## config.mk

```make
export PLATFORM = sky130hd
export DESIGN_NAME = bitset_port
export DESIGN_NICKNAME = d
export VERILOG_FILES = /design/src/rtl/bitset_port_pkg.sv /design/src/rtl/bitset_decode.sv /design/src/rtl/bitset_cell.sv /design/src/rtl/bitset_readmux.sv /design/src/rtl/bitset_port.sv
export SDC_FILE = /design/constraint.sdc
export NUM_CORES = 1
export LEC_CHECK = 0
export CAP_MARGIN = 20
export CORE_MARGIN = 2
export CORE_UTILIZATION = 25
export DETAILED_ROUTE_END_ITERATION = 7
export SKIP_LAST_GASP = 1
export SLEW_MARGIN = 0
export SYNTH_ARGS = -nofsm -noshare
export SYNTH_HDL_FRONTEND = slang
export SYNTH_HIERARCHICAL = 1
export SYNTH_SLANG_ARGS = --single-unit
export TNS_END_PERCENT = 100
```

## constraint.sdc

```tcl
create_clock -name clk -period 2 [get_ports clk]
set_input_delay 0.3 -clock clk [delete_from_list [all_inputs] [get_ports clk]]
set_output_delay 0.3 -clock clk [all_outputs]
set_load 0.01 [all_outputs]
```

## src/rtl/bitset_port_pkg.sv

```systemverilog
package bitset_port_pkg;
  localparam int unsigned NUM_BITS_DEF = 8;
  localparam int unsigned ADDR_W_DEF   = 8;
  localparam int unsigned DATA_W_DEF   = 8;
  localparam int unsigned IDX_LSB_DEF  = 4;
  localparam int unsigned VAL_BIT_DEF  = 0;

  typedef struct packed {
    logic       hit;
    logic       value;
  } bit_cmd_t;
endpackage

```

## src/rtl/bitset_decode.sv

```systemverilog
module bitset_decode
  import bitset_port_pkg::*;
#(
  parameter int unsigned NUM_BITS = NUM_BITS_DEF,
  parameter int unsigned IDX_W    = $clog2(NUM_BITS),
  parameter int unsigned ADDR_W   = ADDR_W_DEF,
  parameter int unsigned IDX_LSB  = IDX_LSB_DEF,
  parameter int unsigned VAL_BIT  = VAL_BIT_DEF
) (
  input  logic                wr_stb,
  input  logic [ADDR_W-1:0]   addr,
  output logic [IDX_W-1:0]    idx,
  output bit_cmd_t            cmd [NUM_BITS]
);
  assign idx = addr[IDX_LSB +: IDX_W];

  for (genvar g = 0; g < NUM_BITS; g++) begin : g_cmd
    always_comb begin
      cmd[g].hit   = wr_stb && (idx == IDX_W'(g));
      cmd[g].value = addr[VAL_BIT];
    end
  end
endmodule

```

## src/rtl/bitset_cell.sv

```systemverilog
module bitset_cell
  import bitset_port_pkg::*;
(
  input  logic     clk,
  input  logic     rst,
  input  bit_cmd_t cmd,
  output logic     q
);
  always_ff @(posedge clk) begin
    if (rst)          q <= 1'b0;
    else if (cmd.hit) q <= cmd.value;
  end
endmodule

```

## src/rtl/bitset_readmux.sv

```systemverilog
module bitset_readmux #(
  parameter int unsigned NUM_BITS = 8,
  parameter int unsigned IDX_W    = $clog2(NUM_BITS)
) (
  input  logic [NUM_BITS-1:0] bits,
  input  logic [IDX_W-1:0]    idx,
  output logic                bit_o
);
  assign bit_o = bits[idx];
endmodule

```

## src/rtl/bitset_port.sv

```systemverilog
module bitset_port
  import bitset_port_pkg::*;
#(
  parameter int unsigned NUM_BITS = NUM_BITS_DEF,
  parameter int unsigned ADDR_W   = ADDR_W_DEF,
  parameter int unsigned DATA_W   = DATA_W_DEF,
  parameter int unsigned IDX_LSB  = IDX_LSB_DEF,
  parameter int unsigned VAL_BIT  = VAL_BIT_DEF
) (
  input  logic                clk,
  input  logic                rst,
  input  logic                wr_stb,
  input  logic [ADDR_W-1:0]   addr,
  input  logic [DATA_W-1:0]   wdata,
  output logic [NUM_BITS-1:0] out_bits,
  output logic                rd_bit
);
  localparam int unsigned IDX_W = $clog2(NUM_BITS);

  logic [IDX_W-1:0] idx;
  bit_cmd_t         cmd [NUM_BITS];

  bitset_decode #(
    .NUM_BITS(NUM_BITS), .IDX_W(IDX_W), .ADDR_W(ADDR_W),
    .IDX_LSB(IDX_LSB), .VAL_BIT(VAL_BIT)
  ) u_dec (
    .wr_stb(wr_stb), .addr(addr), .idx(idx), .cmd(cmd)
  );

  for (genvar g = 0; g < NUM_BITS; g++) begin : g_bit
    bitset_cell u_cell (
      .clk(clk), .rst(rst), .cmd(cmd[g]), .q(out_bits[g])
    );
  end

  bitset_readmux #(.NUM_BITS(NUM_BITS), .IDX_W(IDX_W)) u_rd (
    .bits(out_bits), .idx(idx), .bit_o(rd_bit)
  );
endmodule

```

==> impl_metrics.yaml, run 1 <==
clocking:
  cts_tree: "yes"
  clk_pin_slew_ps: 50
  clock_path_buffers: 2
  clockRootBuffer: "clkbuf_4"
  cts-buffers-inserted: 3
  clkLatencyLatePin_ps: 250
  cts.sinks: 8
  cts_max_level: 1
grt:
  antenna_found_initial: 0
  grt_pass1_vias: 378
  grt_max_degree: 9
  grt_usage_pct: 10.05
  grt_pass1_wl_um: 1780
  gr-total-overflow: 0
worst_setup_path:
  worstSetupStartpoint: "addr[4]"
  cp-start-kind: "input port"
  crit_chain: "clkdlybuf4s15_1 > mux4_1 > mux2_2 > dlygate4sd2_1"
  worstPathArrival_ps: 1650
  crit_path_top_delay_cell: "mux4_1"
  crit_fanout: 3
  end_kind: "output port"
  critical_path_required_ps: 1700
  path_class: "in2out"
  slowest_delay_ps: 560
  r2r_start: "g_bit[4].u_cell/q$_SDFFE_PP0P_"
detailed_routing:
  dr.pass1.iters: 2
  wl_per_cell_um: 12.29
  wirelength_um: 1020
  route.detailed.drc: 0
  via_per_inst: 4.373
  antenna_left: 0
  vias: 363
  drtIter0Drc: 4
synthesis:
  ys_ff_latch: 8
  ys_types: 10
  syn_area_sq_um: 513.0
  synthCells: 46
  syn_nets: 65
  syn_area_per_cell_sq_um: 11.15
  synth_warnings: 6
  yosysSeqAreaShare_pct: 31.22
placed_design:
  gp_congestion: 0.7548
  preCtsSetupSlack_ps: -447.8
  portBuffers: 15
run_status:
  status: "finished clean"
floorplanning:
  core_area_sq_mm: 0.001942
  fp.dieW_um: 49.30
  core.rowCount: 16
  die_h_um: 49.30
  start_util_pct: 26.42
  dieArea_sq_mm: 0.002430
  ios: 28
layout:
  utilization_pct: 33.83
  area_delta_synth_final_pct: 28.05
  largestRegisters: "g_bit.u_cell/q (8)"
  top_register: "g_bit.u_cell/q"
  diodes: 0
  drive_gt1_share_pct: 28.57
  largest_reg_flops: 8
  fin_nets: 77
timing:
  rsz0062_at_grt: "no"
  finalCritPeriodShare_pct: 97.35
  fmax_ghz: 0.5136
  drv_slew: 0
  skew_ps: 0
  slew_headroom_pct: 81.59
  min_period_ps: 1947
  setup_viol: 0
  max_slew.worst_pin.slew_ps: 275.3
  setup_ws_ps: 53.07
  hold_viol: 0
power:
  ir_drop_v: 0.0002853
  p_leak_uw: 0.0002489
  power-per-cell-area_mw_per_mm2: 514.7
  fin_total_pwr_uw: 338.1
min_path:
  holdCritPathClass: "reg2reg"
  worst_hold_startpoint: "g_bit[6].u_cell/q$_SDFFE_PP0P_"
run:
  maxCapViolCount: 0
## cell type report
cell class | count | area (sq um)
Tap cell | 27 | 33.78
Timing Repair Buffer | 18 | 173.9
Clock buffer | 3 | 22.52
Multi-Input combinational cell | 27 | 266.5
Sequential cell | 8 | 160.2
Fill cell | 189 | 1285
## Yosys cell counts
| cell type | number | area (sq um) |
|---|---|---|
| mux2i_1 | 8 | 80.08 |
| nor2_1 | 8 | 30.03 |
| mux2_2 | 1 | 11.26 |
| buf_4 | 11 | 82.58 |
| nor4b_2 | 1 | 15.01 |
| and4bb_2 | 3 | 37.54 |
| dfxtp_1 | 8 | 160.2 |
| mux4_1 | 2 | 52.55 |
| and4b_2 | 3 | 33.78 |
| and4_2 | 1 | 10.01 |
## metrics by stage
stage / hold slack (ps) / instances / area [sq um] / TNS [ps]
final: 528.9 / 83 / 656.9 / 0
after global routing: 561.5 / 83 / 656.9 / 0
after floorplan: 372.4 / 46 / 513.0 / 0
after detailed placement: 518.2 / 80 / 636.9 / -447.8
after global placement: 513.9 / 80 / 636.9 / -419.3
after CTS: 530.0 / 83 / 656.9 / 0
## path summary, 6_finish.rpt
check / cells after the start / slack (ps) / end
worst max register to register: 2 / 1360 / g_bit[4].u_cell/q$_SDFFE_PP0P_
worst max-delay path: 4 / 50 / rd_bit
worst min-delay path: 2 / 530 / g_bit[6].u_cell/q$_SDFFE_PP0P_
worst min register to register: 2 / 530 / g_bit[6].u_cell/q$_SDFFE_PP0P_
## critical path, delay by kind of cell
family	cells	cell delay, ps
muxes	2	830
buffers and inverters	2	520
## report_power, final
group	switching, uW	internal, uW	total (uW)
combinational	22.6	32.5	55.2
clock	48.6	68.2	117
sequential	2.87	163	166
total	74.0	264	338
## cell families (layout without fill, tap and decap cells)
group / Yosys count / count (layout) / synth area share, %
buffers and inverters: 11 / 21 / 16.10
AND/OR/NAND/NOR: 16 / 16 / 24.63
flip-flops: 8 / 8 / 31.22
multiplexers: 11 / 11 / 28.05
## layout by cell type, fill, tap and decap left out, drive strengths merged
cell type,synthesis,final
clkdlybuf4s50,0,12
mux2i,8,8
nor2,8,8
dfxtp,8,8
clkbuf,0,3
and4b,3,3
and4bb,3,3
buf,11,3
mux4,2,2
clkdlybuf4s15,0,1
dlymetal6s2s,0,1
dlygate4sd2,0,1
nor4b,1,1
and4,1,1
mux2,1,1
## per-layer routing
layer  up-vias  wire length, um  global-route usage, %
met1       164              500                  12.26
met2        13              466                  15.09
met3         4               25                  1.840
met5         -                0                      0
li1        182                -                      -
met4         0               28                  8.571
## timing repair
item                       in CTS  in global routing
buffers inserted                0                  0
hold buffers                    0                  0
resized for setup               2                  3
setup endpoints to repair       1                  1
(Power assumes the default switching activity.)
==> inputs of run 2 (changes only) <==
Settings changed: SLEW_MARGIN 0 to default.
==> results of run 2 <==
The final DEF is identical to that of run 1; final timing and power are the same.
==> inputs of run 3 (changes only) <==
Settings changed: TNS_END_PERCENT 100 to default.
==> results of run 3 <==
The final DEF is identical to that of run 1; final timing and power are the same.
